`src/rtl/tdp_pkg.sv`:
```
// Shared definitions for the ternary dot-product accumulator.
// Assumes weights arrive as 2-bit codes; the unused code decodes to zero.
package tdp_pkg;

    localparam int WCODE_W = 2;

    typedef enum logic [WCODE_W-1:0] {
        WC_NULL = 2'b00,
        WC_PLUS = 2'b01,
        WC_RSVD = 2'b10,
        WC_MINUS = 2'b11
    } wcode_t;

endpackage

```
`src/rtl/tern_lane.sv`:
```
// One multiplier-free lane: turns an activation and a ternary weight code
// into a signed term one bit wider than the activation (so -(-128) = +128).
// Assumes a two's-complement activation; purely combinational.
module tern_lane
    import tdp_pkg::*;
#(
    parameter int ACT_W = 8,
    localparam int TERM_W = ACT_W + 1
) (
    input  logic [ACT_W-1:0]   act,
    input  logic [WCODE_W-1:0] wgt,
    output logic [TERM_W-1:0]  term
);

    logic signed [TERM_W-1:0] act_ext;
    logic signed [TERM_W-1:0] term_s;

    // Widen the activation before any negation so the extreme value survives.
    always_comb act_ext = TERM_W'($signed(act));

    // Select add, subtract or skip according to the weight code.
    always_comb begin
        unique case (wcode_t'(wgt))
            WC_PLUS:  term_s = act_ext;
            WC_MINUS: term_s = -act_ext;
            default:  term_s = '0;
        endcase
    end

    assign term = term_s;

    // Lane output checks (immediate assertions).
    always_comb begin
        a_r3_term_range: assert (term_s >= -(TERM_W'(1) <<< (ACT_W-1)) &&
                                 term_s <= (TERM_W'(1) <<< (ACT_W-1)))
            else $error("lane term outside activation magnitude");
        if (wgt == 2'b10)
            a_r2_reserved_null: assert (term_s == '0)
                else $error("reserved weight code contributed");
        if (wgt == 2'b00)
            a_r1_zero_null: assert (term_s == '0)
                else $error("zero weight contributed");
    end

endmodule

```
`src/rtl/tern_sum_tree.sv`:
```
// Sums the lane terms of one beat into a single signed value, widened by
// clog2(LANES) bits so the reduction itself cannot overflow.
// Assumes each term is a signed TERM_W-bit value packed lane 0 lowest.
module tern_sum_tree #(
    parameter int LANES  = 4,
    parameter int TERM_W = 9,
    localparam int SUM_W = TERM_W + $clog2(LANES)
) (
    input  logic [LANES*TERM_W-1:0] terms,
    output logic [SUM_W-1:0]        sum
);

    logic signed [SUM_W-1:0] sum_s;

    // Sign-extend each term and add them together.
    always_comb begin
        sum_s = '0;
        for (int i = 0; i < LANES; i++) begin
            sum_s = sum_s + SUM_W'($signed(terms[i*TERM_W +: TERM_W]));
        end
    end

    assign sum = sum_s;

    // Beat-sum bound: no more than LANES times the largest term magnitude.
    always_comb begin
        a_r7_tree_bound: assert (sum_s >= -(SUM_W'(LANES) <<< (TERM_W-2)) &&
                                 sum_s <= (SUM_W'(LANES) <<< (TERM_W-2)))
            else $error("beat sum out of range");
    end

endmodule

```
`src/rtl/tern_dot_acc.sv`:
```
// Ternary-weight dot-product accumulator top. Takes LANES activation/weight
// pairs per accepted beat, reduces them, and accumulates into ACC_W bits.
// Assumes every vector opens with a first-flagged beat and stays within the
// element count that ACC_W can hold.
module tern_dot_acc
    import tdp_pkg::*;
#(
    parameter int LANES = 4,
    parameter int ACT_W = 8,
    parameter int ACC_W = 24,
    localparam int TERM_W = ACT_W + 1,
    localparam int SUM_W  = TERM_W + $clog2(LANES)
) (
    input  logic                     clk,
    input  logic                     rst_n,
    input  logic                     in_valid,
    input  logic                     in_first,
    input  logic                     in_last,
    input  logic [LANES*ACT_W-1:0]   in_act,
    input  logic [LANES*WCODE_W-1:0] in_wgt,
    output logic                     out_valid,
    output logic [ACC_W-1:0]         out_sum
);

    logic [LANES*TERM_W-1:0] lane_terms;
    logic [SUM_W-1:0]        beat_sum;
    logic signed [ACC_W-1:0] acc;
    logic signed [ACC_W-1:0] acc_base;
    logic                    done_q;

    // One decode lane per element of the beat.
    for (genvar g = 0; g < LANES; g++) begin : g_lane
        tern_lane #(.ACT_W(ACT_W)) u_lane (
            .act  (in_act[g*ACT_W +: ACT_W]),
            .wgt  (in_wgt[g*WCODE_W +: WCODE_W]),
            .term (lane_terms[g*TERM_W +: TERM_W])
        );
    end

    tern_sum_tree #(.LANES(LANES), .TERM_W(TERM_W)) u_tree (
        .terms (lane_terms),
        .sum   (beat_sum)
    );

    // Start from zero on a first beat, otherwise from the running total.
    always_comb acc_base = in_first ? '0 : acc;

    // Running total: updated only on accepted beats.
    always_ff @(posedge clk) begin
        if (!rst_n)
            acc <= '0;
        else if (in_valid)
            acc <= acc_base + ACC_W'($signed(beat_sum));
    end

    // Result strobe: one cycle after the closing beat.
    always_ff @(posedge clk) begin
        if (!rst_n)
            done_q <= 1'b0;
        else
            done_q <= in_valid & in_last;
    end

    assign out_valid = done_q;
    assign out_sum   = acc;

    // Result strobe follows the closing beat by exactly one cycle.
    a_r5_result_pulse: assert property (@(posedge clk) disable iff (!rst_n)
        (in_valid && in_last) |=> out_valid)
        else $error("missing result strobe");

    a_r5_result_quiet: assert property (@(posedge clk) disable iff (!rst_n)
        !(in_valid && in_last) |=> !out_valid)
        else $error("spurious result strobe");

    // Idle cycles leave the total untouched.
    a_r6_hold_idle: assert property (@(posedge clk) disable iff (!rst_n)
        !in_valid |=> $stable(out_sum))
        else $error("total changed without a valid beat");

endmodule

```
`config.mk`:
```
export PLATFORM = sky130hd
export DESIGN_NAME = tern_dot_acc
export DESIGN_NICKNAME = d
export VERILOG_FILES = /design/src/rtl/tdp_pkg.sv /design/src/rtl/tern_lane.sv /design/src/rtl/tern_sum_tree.sv /design/src/rtl/tern_dot_acc.sv
export SDC_FILE = /design/constraint.sdc
export NUM_CORES = 1
export LEC_CHECK = 0
export BUFFER_PORTS_ARGS = -buffer_cell sky130_fd_sc_hd__clkbuf_2
export CORE_UTILIZATION = 35
export CTS_CLUSTER_DIAMETER = 40
export DETAILED_ROUTE_END_ITERATION = 12
export HOLD_SLACK_MARGIN = 0.12
export PLACE_DENSITY = 0.59
export SYNTH_ARGS = -nofsm -noshare
export SYNTH_HDL_FRONTEND = slang
export SYNTH_HIERARCHICAL = 1
export SYNTH_SLANG_ARGS = --single-unit
```
`constraint.sdc`:
```
create_clock -name clk -period 15.2 [get_ports clk]
set_clock_uncertainty 0.05 [all_clocks]
set_input_delay 3.04 -clock clk [delete_from_list [all_inputs] [get_ports clk]]
set_output_delay 3.04 -clock clk [all_outputs]
set_load 0.01 [all_outputs]
```
Word level (Yosys, flattened, before mapping) --
Cells that the tools add are included.
Cells by class: add/sub/neg operators 8, eq/ne operators 8, mux-type cells 5, bitwise gates (word level) 1
Operators by type and width (number):
- $pmux W9 S2 | 4
- $neg A8 Y9 | 4
- $add A24 B11 Y24 | 1
- $mux W24 | 1
- $add A10 B9 Y11 | 1
- $add A11 B9 Y11 | 1
- $add A9 B9 Y10 | 1
- $eq A2 B1 Y1 const B | 4
- $eq A2 B2 Y1 const B | 4
- $and A1 B1 Y1 | 1
Storage, ports and cells: register bits after elaboration 25, output and inout bits 25, word-level logic and storage cells 24

Longest topological paths before layout --
Gate-level depths: netlist of the first run.
word-level depth 6, mapped depth 23

Hierarchy --
Netlist of the first run, hierarchy kept.
Modules (own cells, without submodules):
- tern_dot_acc | instances 1, cells each 289, area an instance 2316.0 um^2, seq. area each 500.5 um^2
- tern_sum_tree | instances 1, cells each 112, area an instance 915.9 um^2, seq. area each 0.0 um^2
- tern_lane | instances 4, cells each 36, area an instance 219.0 um^2, seq. area each 0.0 um^2

Worst setup path before layout of the first run --
No wires, ideal clock.
kind input to register, start point input in_act[0], end point register acc[20] (netlist: out_sum[20]), library setup time 0.073 ns, data arrival time 8.582 ns, required time 15.077 ns, slack 6.495 ns, stages 22, path buffers 1, cells stage by stage inv_1 > ha_1 > nor3b_1 > or3_1 > a21oi_1 > inv_1 > fa_1 > fa_1 > inv_1 > ha_1 > nand3_1 > o211ai_1 > o221ai_1 > xnor2_1 > ha_1 > clkbuf_1 > a21o_1 > a31o_4 > o41a_1 > a41o_1 > mux2_4 > o211ai_2
Between the ends: longest elaborated chain between the ends 6
Ends and longest elaborated chain:
- from (decl) | RTL line tern_dot_acc.sv:19 | input logic [LANES*ACT_W-1:0] in_act,
- $neg A8 Y9 | RTL line tern_lane.sv:25 | WC_MINUS: term_s = -act_ext;
- $pmux W9 S2 | RTL line tern_lane.sv:23 | unique case (wcode_t'(wgt))
- net lane_terms[4] | RTL line tern_dot_acc.sv:25 | logic [LANES*TERM_W-1:0] lane_terms;
- $add A9 B9 Y10 | RTL line tern_sum_tree.sv:19 | sum_s = sum_s + SUM_W'($signed(terms[i*TERM_W +: TERM_W]));
- $add A10 B9 Y11 | RTL line tern_sum_tree.sv:19
- $add A11 B9 Y11 | RTL line tern_sum_tree.sv:19
- net beat_sum[10] | RTL line tern_dot_acc.sv:26 | logic [SUM_W-1:0] beat_sum;
- $add A24 B11 Y24 | RTL line tern_dot_acc.sv:53 | acc <= acc_base + ACC_W'($signed(beat_sum));
- to (signal assigned) | RTL line tern_dot_acc.sv:53
- to (decl) | RTL line tern_dot_acc.sv:27 | logic signed [ACC_W-1:0] acc;
The timed path passes the listed nets, and every way through them passes these cells. A chain may end at the register's enable or synchronous reset.

Worst setup path after layout of the first run --
start point input in_act[16], end point register acc[23] (netlist: out_sum[23])
Between the ends: longest elaborated chain between the ends 5
Ends and longest elaborated chain (RTL line):
- $neg A8 Y9 | tern_lane.sv:25
- $pmux W9 S2 | tern_lane.sv:23
- net lane_terms[22] | tern_dot_acc.sv:25
- $add A10 B9 Y11 | tern_sum_tree.sv:19
- $add A11 B9 Y11 | tern_sum_tree.sv:19
- net beat_sum[10] | tern_dot_acc.sv:26
- $add A24 B11 Y24 | tern_dot_acc.sv:53
The timed path passes the listed nets, and every way through them passes these cells.

==> impl_metrics.json, run 1 <==
{
  "gp_congestion": 0.870,
  "start_util_pct": 36.0,
  "leakagePower_nw": 2.17,
  "area_growth_pct": 13.8,
  "ys_seq_area_share_pct": 12.2,
  "end_kind": "register",
  "overflow": 0,
  "synth-seq-cells": 25,
  "finalSetupViolCount": 0,
  "grt_pass1_wl_mm": 17.4,
  "clk_latency_ns": 0.27,
  "first_iter_violations": 157,
  "ys_types": 60,
  "final_cells": 749,
  "dp_hpwl_mm": 8.10,
  "final_util_pct": 40.9,
  "nets": 709,
  "r2r_setup_slack_ns": 12.16,
  "max_freq_mhz": 120,
  "ys_warn_count": 6,
  "drive_above_1_share_pct": 14.0,
  "htree_levels": 1,
  "io_buffers": 69,
  "syn_area_per_cell_um2": 7.54,
  "cp.arrival_ns": 8.39,
  "drv_slew": 0,
  "crit_path_start_kind": "primary input",
  "worst_pin_slew_ns": 0.686,
  "cts.path.max_buffers": 2,
  "routed_wl_mm": 10.1,
  "max_slew_margin_pct": 54.2,
  "boundaryPins": 70,
  "rows": 39,
  "worstPathMaxFanout": 19,
  "fp.dieH_um": 110,
  "synth_nets": 647,
  "min_period_ns": 8.33,
  "ys_async_sr_fraction_pct": 0,
  "slowest_delay_ns": 0.52,
  "clockRootBuffer": "clkbuf_16",
  "crit_chain": "clkbuf_2 > inv_1 > ha_1 > nor3b_1 > or3_1 > a21oi_1 > inv_1 > fa_1 > fa_1 > inv_1 > ha_1 > nand3_1 > o211ai_1 > o221ai_1 > xnor2_1 > buf_4 > ha_1 > nand3_1 > nor3_1 > o31ai_1 > a21oi_1 > nor4_1 > a2111oi_0 > a41oi_1",
  "cts.sinks": 25,
  "cp_slowest_cell": "fa_1",
  "post-route-period-util_pct": 54.8,
  "synth.cell_area_mm2": 0.00411,
  "first_global_vias": 3864,
  "drt-wirelength-per-cell_um": 13.4,
  "core_area_mm2": 0.0114,
  "cts_setup_buffers": 0,
  "min_path_type": "reg -> reg",
  "p_per_area_mw_per_mm2": 145,
  "viasPerCell": 5.31,
  "dp_cells": 745,
  "finalSetupTns_ns": 0,
  "status": "complete, no violations",
  "ctsHoldBuffers": 0,
  "crit_type": "in -> reg",
  "post_cts_resized": 0,
  "antenna_found_initial": 0,
  "grt_max_degree": 28,
  "n_antenna_cell": 0,
  "finalHoldViolCount": 0,
  "cts_buffers": 3,
  "dominantRegCellSynth": "dfxtp_1",
  "crit_required_ns": 15.26,
  "postRouteAntennaNets": 0,
  "vias": 3978,
  "grt_setup_unrepaired": "no",
  "post-route-drc-count": 0,
  "ir_drop_uv": 73.3,
  "gr-usage-all-layers_pct": 17.7,
  "synth_edf_count": 0,
  "die_area_mm2": 0.0122,
  "cts_tree": "built",
  "cap_violations": 0,
  "clk_pin_slew_worst_paths_ns": 0.07,
  "synthCells": 545,
  "die_x_um": 110,
  "dr.pass1.iters": 4
}
where the power goes:
part | internal (mW) | switching, mW
registers | 0.0918 | 0.0202
clock network | 0.0356 | 0.0263
logic | 0.218 | 0.283
critical path, delay by kind of cell:
family          cells  cell delay, ns
compound gates      7            1.71
simple gates        6            1.07
buf+inv             5            0.48
xor+xnor            1            0.15
fa+ha+maj           5            1.95
cells in the mapped netlist, drive strengths merged, types with 3 or more instances:
library cell	number	area share, %
o21bai	5	0.91
o21a	9	1.6
a21oi	38	4.7
mux2i	14	3.4
clkbuf	12	1.1
nand4b	3	0.64
nor3	22	2.7
nor2b	24	3.7
or3	17	2.6
a21o	14	2.6
a211oi	6	1.1
dfxtp	25	12
nor3b	9	1.6
o311ai	4	0.85
nand3b	5	0.91
o21ai	27	3.3
o31a	4	0.85
xnor2	19	4.1
nor2	35	3.2
and3	4	0.61
fa	20	9.7
a2111oi	3	0.64
nand2b	11	1.7
ha	37	11
a31oi	4	0.61
nor4	3	0.46
nand3	26	3.2
nand4	4	0.61
inv	73	6.7
o41a	5	1.4
nand2	23	2.1
o211ai	9	1.8
path summary, 6_finish.rpt:
path                                   from           to  cells after the start
worst max-delay path             in_act[16]  out_sum[23]                     24
worst min-delay path            out_sum[13]  out_sum[13]                      2
worst max register to register   out_sum[0]  out_sum[20]                     10
worst min register to register  out_sum[13]  out_sum[13]                      2
sequential cells by signal, indices dropped and copies added (netlist names):
signal and flops:
out_sum 24, out_valid 1
cells in the final DEF (no fill, tap or decap), types with 6 or more instances in the layout:
cell       n
a21o_1    14
o21a_1     9
xnor2_1   19
o21ai_0   23
nor2b_1   24
ha_1      37
nor2_1    35
fa_1      20
clkbuf_2  69
o211ai_1   8
inv_1     73
dfxtp_1   25
nor3b_1    9
nand2b_1  11
nand3_1   26
nand2_1   23
a21oi_1   37
a211oi_1   6
mux2i_1   14
or3_1     17
nor3_1    22
final cells by class:
type                            count  area (um^2)
Inverter                           73          274
Clock buffer                        3         75.1
Timing Repair Buffer               71          360
Sequential cell                    25          500
Multi-Input combinational cell    433         3280
Fill cell                        1191         6740
Clock inverter                      1         5.00
Tap cell                          143          179
stage by stage:
step           worst slack (ns)  cell area, um^2  hold slack (ns)  total power [mW]
2_1_floorplan              6.49             4110            0.444             0.493
3_5_place_dp               6.63             4590            0.424             0.613
3_3_place_gp               6.69             4590            0.419             0.605
6_report                   6.87             4670            0.430             0.676
4_1_cts                    6.87             4670            0.435             0.680
5_1_grt                    6.40             4670            0.472             0.751
routing by layer:
layer	share of wire [%]	track usage [%]
met3	3.0	1.94
met2	47	31.4
met1	49	23.0
met5	0	0
met4	1.2	3.76
cells by family after synthesis:
group,count (synthesis),synth area share (%)
AND/OR/NAND/NOR,191,24.8
AO/OA/AOI/OAI,149,25.8
buffers and inverters,87,7.95
adder cells (fa/ha/maj),57,21.0
flip-flops,25,12.2
XOR/XNOR,21,4.48
multiplexers,15,3.78
(Power assumes the default switching activity.)
==> run 2: changes to the inputs <==
--- a/config.mk
+++ b/config.mk
@@ -10,7 +10,7 @@
 export CTS_CLUSTER_DIAMETER = 40
 export DETAILED_ROUTE_END_ITERATION = 12
 export HOLD_SLACK_MARGIN = 0.12
-export PLACE_DENSITY = 0.59
+export PLACE_DENSITY = 0.61
 export SYNTH_ARGS = -nofsm -noshare
 export SYNTH_HDL_FRONTEND = slang
 export SYNTH_HIERARCHICAL = 1
==> constraint.sdc (replaced) <==
create_clock -name clk -period 6.75 [get_ports clk]
set_clock_uncertainty 0.05 [all_clocks]
set_input_delay 1.35 -clock clk [delete_from_list [all_inputs] [get_ports clk]]
set_output_delay 1.35 -clock clk [all_outputs]
set_load 0.01 [all_outputs]
==> impl_metrics.json, run 2 (synthesis results as in run 1) <==
{
  "status": "complete, no violations",
  "first_iter_violations": 211,
  "die_x_um": 110,
  "dr.pass1.iters": 5,
  "drive_above_1_share_pct": 18.9,
  "cts_tree": "built",
  "layout_commonest_cell": "inv_1",
  "min_path_type": "reg -> reg",
  "vias": 4232,
  "crit_path_start_kind": "primary input",
  "core_area_mm2": 0.0114,
  "n_antenna_cell": 0,
  "ir_drop_uv": 168,
  "drv_slew": 0,
  "r2r_setup_slack_ns": 3.74,
  "die_area_mm2": 0.0122,
  "post-route-drc-count": 0,
  "cts.path.max_buffers": 2,
  "antenna_found_initial": 0,
  "leakagePower_nw": 2.31,
  "postRouteAntennaNets": 0,
  "finalHoldViolCount": 0,
  "gp_congestion": 0.863,
  "routed_wl_mm": 10.7,
  "post-route-period-util_pct": 96.5,
  "mostFrequentLayoutCells": "73 x inv_1, 69 x clkbuf_2, 36 x ha_1",
  "max_freq_mhz": 154,
  "cts.sinks": 25,
  "gr-usage-all-layers_pct": 18.1,
  "boundaryPins": 70,
  "grt_setup_unrepaired": "yes",
  "finalSetupViolCount": 0,
  "crit_type": "in -> reg",
  "cts_buffers": 3,
  "viasPerCell": 5.45,
  "finalPower_mw": 1.68,
  "cap_violations": 0,
  "area_growth_pct": 19.9,
  "cp.arrival_ns": 6.66,
  "min_period_ns": 6.51,
  "rows": 39,
  "fp.dieH_um": 110,
  "io_buffers": 69,
  "grt_max_degree": 28,
  "overflow": 0,
  "htree_levels": 1,
  "drt-wirelength-per-cell_um": 13.7,
  "largest_register_ffs": 24,
  "start_util_pct": 36.0,
  "first_global_vias": 3906,
  "end_kind": "register",
  "clk_latency_ns": 0.26,
  "grt_pass1_wl_mm": 17.9,
  "dp_cells": 768,
  "p_per_area_mw_per_mm2": 341,
  "worst_pin_slew_ns": 0.732,
  "clockRootBuffer": "clkbuf_16",
  "final_cells": 777,
  "clk_pin_slew_worst_paths_ns": 0.07,
  "dp_hpwl_mm": 8.52,
  "max_slew_margin_pct": 51.1,
  "final_util_pct": 43.1,
  "worstPathMaxFanout": 5,
  "crit_required_ns": 6.90,
  "nets": 737
}
[run 2: cell count changes in the layout (fill, tap and decap cells not counted), sizes merged]
cell	previous run	this run
buf	2	30
clkbuf	72	73
clkinv	1	0
[run 2: critical path, stage by stage]
cell      delay [ns]
clkbuf_2        0.09
inv_1           0.05
ha_1            0.22
or3_1           0.37
a21oi_1         0.20
inv_1           0.10
fa_1            0.49
fa_1            0.52
fa_1            0.46
nand2b_1        0.19
a21oi_2         0.19
nor2_1          0.07
xnor2_1         0.22
ha_2            0.35
a21o_1          0.21
a221oi_4        0.33
o32ai_2         0.15
o41a_1          0.42
a41o_1          0.27
mux2_4          0.30
o211ai_2        0.12
[run 2: stage by stage]
step	setup slack (ns)	hold WS [ns]	setup TNS [ns]	instance area, um^2
after detailed placement	-0.0700	0.421	-0.104	4770
final	0.239	0.427	0	4930
after global routing	-0.0148	0.447	-0.0459	4930
after floorplan	0.0823	0.444	0	4120
after global placement	-0.00623	0.414	-0.00623	4770
after CTS	0.158	0.433	0	4850
[run 2: where the power goes]
group / leakage, nW / total (mW) / switching (mW) / internal, mW
sequential: 0.206 / 0.253 / 0.0464 / 0.207
clock: 0.0382 / 0.140 / 0.0586 / 0.0810
combinational: 2.06 / 1.29 / 0.684 / 0.605
[run 2: area by class of cell]
cell class                      instances  area (um^2)
Fill cell                            1164         6490
Multi-Input combinational cell        433         3320
Sequential cell                        25          500
Timing Repair Buffer                   99          574
Tap cell                              143          179
Clock buffer                            4         78.8
Inverter                               73          274
[run 2: repair_timing]
item | 4_1_cts | 5_1_grt
endpoints found under the setup margin | 0 | 5
hold buffers | 0 | 0
setup buffers | 0 | 5
gates resized for setup | 0 | 10
[run 2: path summary, 6_finish.rpt]
path         cells after the start         from          end
min                              2  out_sum[13]  out_sum[13]
max reg2reg                     10   out_sum[0]  out_sum[20]
max                             21    in_act[8]  out_sum[20]
min reg2reg                      2  out_sum[13]  out_sum[13]
[run 2: layer usage]
layer	up-vias	share of wire (%)	global-route usage, %	routed length [um]
li1	2133	-	-	-
met1	1984	48	24.2	5080
met2	102	47	31.5	5040
met3	13	3.8	1.70	407
met4	0	1.2	3.67	125
met5	-	0	0	0
==> run 3: changes to the inputs <==
--- a/config.mk
+++ b/config.mk
@@ -5,12 +5,13 @@
 export SDC_FILE = /design/constraint.sdc
 export NUM_CORES = 1
 export LEC_CHECK = 0
+export ABC_AREA = 1
 export BUFFER_PORTS_ARGS = -buffer_cell sky130_fd_sc_hd__clkbuf_2
 export CORE_UTILIZATION = 35
 export CTS_CLUSTER_DIAMETER = 40
 export DETAILED_ROUTE_END_ITERATION = 12
 export HOLD_SLACK_MARGIN = 0.12
-export PLACE_DENSITY = 0.61
+export PLACE_DENSITY = 0.6
 export SYNTH_ARGS = -nofsm -noshare
 export SYNTH_HDL_FRONTEND = slang
 export SYNTH_HIERARCHICAL = 1
==> impl_metrics.json, run 3 <==
{
  "core_area_mm2": 0.0133,
  "clk_pin_slew_worst_paths_ns": 0.08,
  "synth_nets": 963,
  "overflow": 0,
  "wl_met2_mm": 5.51,
  "fp.dieH_um": 120,
  "synth.cell_area_mm2": 0.00484,
  "nets": 1028,
  "cts_setup_buffers": 0,
  "rows": 42,
  "boundaryPins": 70,
  "synthCells": 861,
  "final_util_pct": 40.8,
  "ys_types": 31,
  "drive_above_1_share_pct": 14.4,
  "synthTopCellsByCount": "243 x nand2_1, 210 x inv_1, 74 x nor2_1, 57 x nand3_1, 51 x a21oi_1",
  "p_per_area_mw_per_mm2": 290,
  "htree_levels": 1,
  "end_kind": "register",
  "drt-wirelength-per-cell_um": 11.2,
  "max_slew_margin_pct": 34.9,
  "antenna_found_initial": 0,
  "cts_buffers": 3,
  "cp.arrival_ns": 6.12,
  "whs_ns": 0.432,
  "grt_pass1_wl_mm": 21.3,
  "pre_cts_ws_ns": 0.502,
  "final-seq-area_um2": 500,
  "syn_area_per_cell_um2": 5.62,
  "ys_async_sr_fraction_pct": 0,
  "grt_max_degree": 34,
  "start_util_pct": 36.3,
  "postRouteAntennaNets": 0,
  "post-route-drc-count": 0,
  "routed_wl_mm": 12.3,
  "dr.pass1.iters": 5,
  "met3_length_um": 424,
  "min_path_type": "reg -> reg",
  "finalPower_mw": 1.58,
  "status": "complete, no violations",
  "worstPathMaxFanout": 14,
  "ir_drop_uv": 108,
  "die_area_mm2": 0.0143,
  "mostFrequentLayoutCells": "243 x nand2_1, 210 x inv_1, 74 x nor2_1",
  "fin_ws_ns": 0.759,
  "synth_edf_count": 0,
  "ctsHoldBuffers": 0,
  "first_iter_violations": 250,
  "finalSetupTns_ns": 0,
  "drv_slew": 0,
  "gr-usage-all-layers_pct": 18.1,
  "ys_warn_count": 6,
  "finalHoldViolCount": 0,
  "largest_register_ffs": 24,
  "viasPerCell": 4.52,
  "area_growth_pct": 12.5,
  "synth-seq-cells": 25,
  "leakagePower_nw": 3.30,
  "vias": 4978,
  "clk_latency_ns": 0.27,
  "crit_type": "in -> reg",
  "fillers": 1562,
  "finalSetupViolCount": 0,
  "synthTopCellsByArea": "nand2_1 19%, inv_1 16%, dfxtp_1 10%",
  "crit_required_ns": 6.88,
  "cts.path.max_buffers": 2,
  "dominantRegCellSynth": "dfxtp_1",
  "ys_seq_area_share_pct": 10.3,
  "io_buffers": 69,
  "routed.top_layer": "met4",
  "worst_pin_slew_ns": 0.975,
  "cts_tree": "built",
  "wirelength_met1_mm": 6.18,
  "min_period_ns": 5.99,
  "multi_input_area_mm2": 0.00346,
  "grt_setup_unrepaired": "no",
  "cts.sinks": 25,
  "synth_top_area_cell": "nand2_1",
  "clockRootBuffer": "clkbuf_16",
  "crit_path_start_kind": "primary input",
  "gp_congestion": 0.887,
  "synth_most_common_cell": "nand2_1",
  "post_cts_resized": 0,
  "dp_hpwl_mm": 10.5,
  "cp_slowest_cell": "ha_1",
  "first_global_vias": 4641,
  "n_antenna_cell": 0,
  "cpMostUsedCell": "nand2_1",
  "max_freq_mhz": 167,
  "cap_violations": 0,
  "slowest_delay_ns": 0.52,
  "yosys.area.top_type_share_pct": 18.8,
  "layout_commonest_cell": "nand2_1",
  "die_x_um": 120,
  "post-route-period-util_pct": 88.7
}
==> run 3: cell types whose count changed in the layout (fill, tap and decap cells not counted), moves of 18 or more <==
cell     before  now
nor2_1       35   74
nor2b_1      24    0
nand2_1      23  243
nand2_2       0   19
buf_4        29    0
inv_1        73  210
nor3_1       20    2
nand3_1      26   57
==> run 3: layout make-up <==
type,instances,share of cell area (%)
clock inverter,1,0.138
sequential,25,9.19
timing repair buffer,69,6.34
tap,176,4.04
inverter,224,15.4
multi-input combinational,603,63.5
clock buffer,3,1.38
==> run 3: kinds of logic (layout without fill, tap and decap cells) <==
family | Yosys count | after routing | share of synthesized area [%]
adders and majority gates | 57 | 57 | 17.8
DFF | 25 | 25 | 10.3
AOI/OAI and AO/OA | 93 | 93 | 10.5
and+or+nand+nor | 434 | 434 | 39.6
xor gates and xnor gates | 19 | 19 | 3.44
buffers and inverters | 233 | 297 | 18.3
==> run 3: path summary, 6_finish.rpt <==
check / from / to / slack [ns] / cells after the start
hold reg to reg: out_sum[0] / out_sum[0] / 0.43 / 2
hold / removal: out_sum[0] / out_sum[0] / 0.43 / 2
setup / recovery: in_act[0] / out_sum[21] / 0.76 / 31
setup reg to reg: out_sum[0] / out_sum[22] / 4.56 / 14
==> run 3: through the flow <==
step	cells	area, um^2
final	1101	5450
after detailed placement	1097	5360
after global placement	1097	5360
after global routing	1101	5450
after floorplan	861	4840
after CTS	1101	5450
==> run 3: critical path, delay by kind of cell <==
| family | cells | cell delay [ns] |
|---|---|---|
| fa+ha+maj | 5 | 2.02 |
| buf+inv | 7 | 0.46 |
| compound gates | 2 | 0.53 |
| simple gates | 17 | 1.71 |
==> run 3: per-layer routing <==
layer	global-route usage (%)	vias up
li1	-	2739
met1	24.7	2146
met2	31.0	80
met5	0	-
met4	3.75	0
met3	1.66	13
==> run 3: power by group <==
| group | internal [mW] | switching (mW) |
|---|---|---|
| clock | 0.0809 | 0.0632 |
| sequential | 0.187 | 0.0195 |
| combinational | 0.423 | 0.807 |
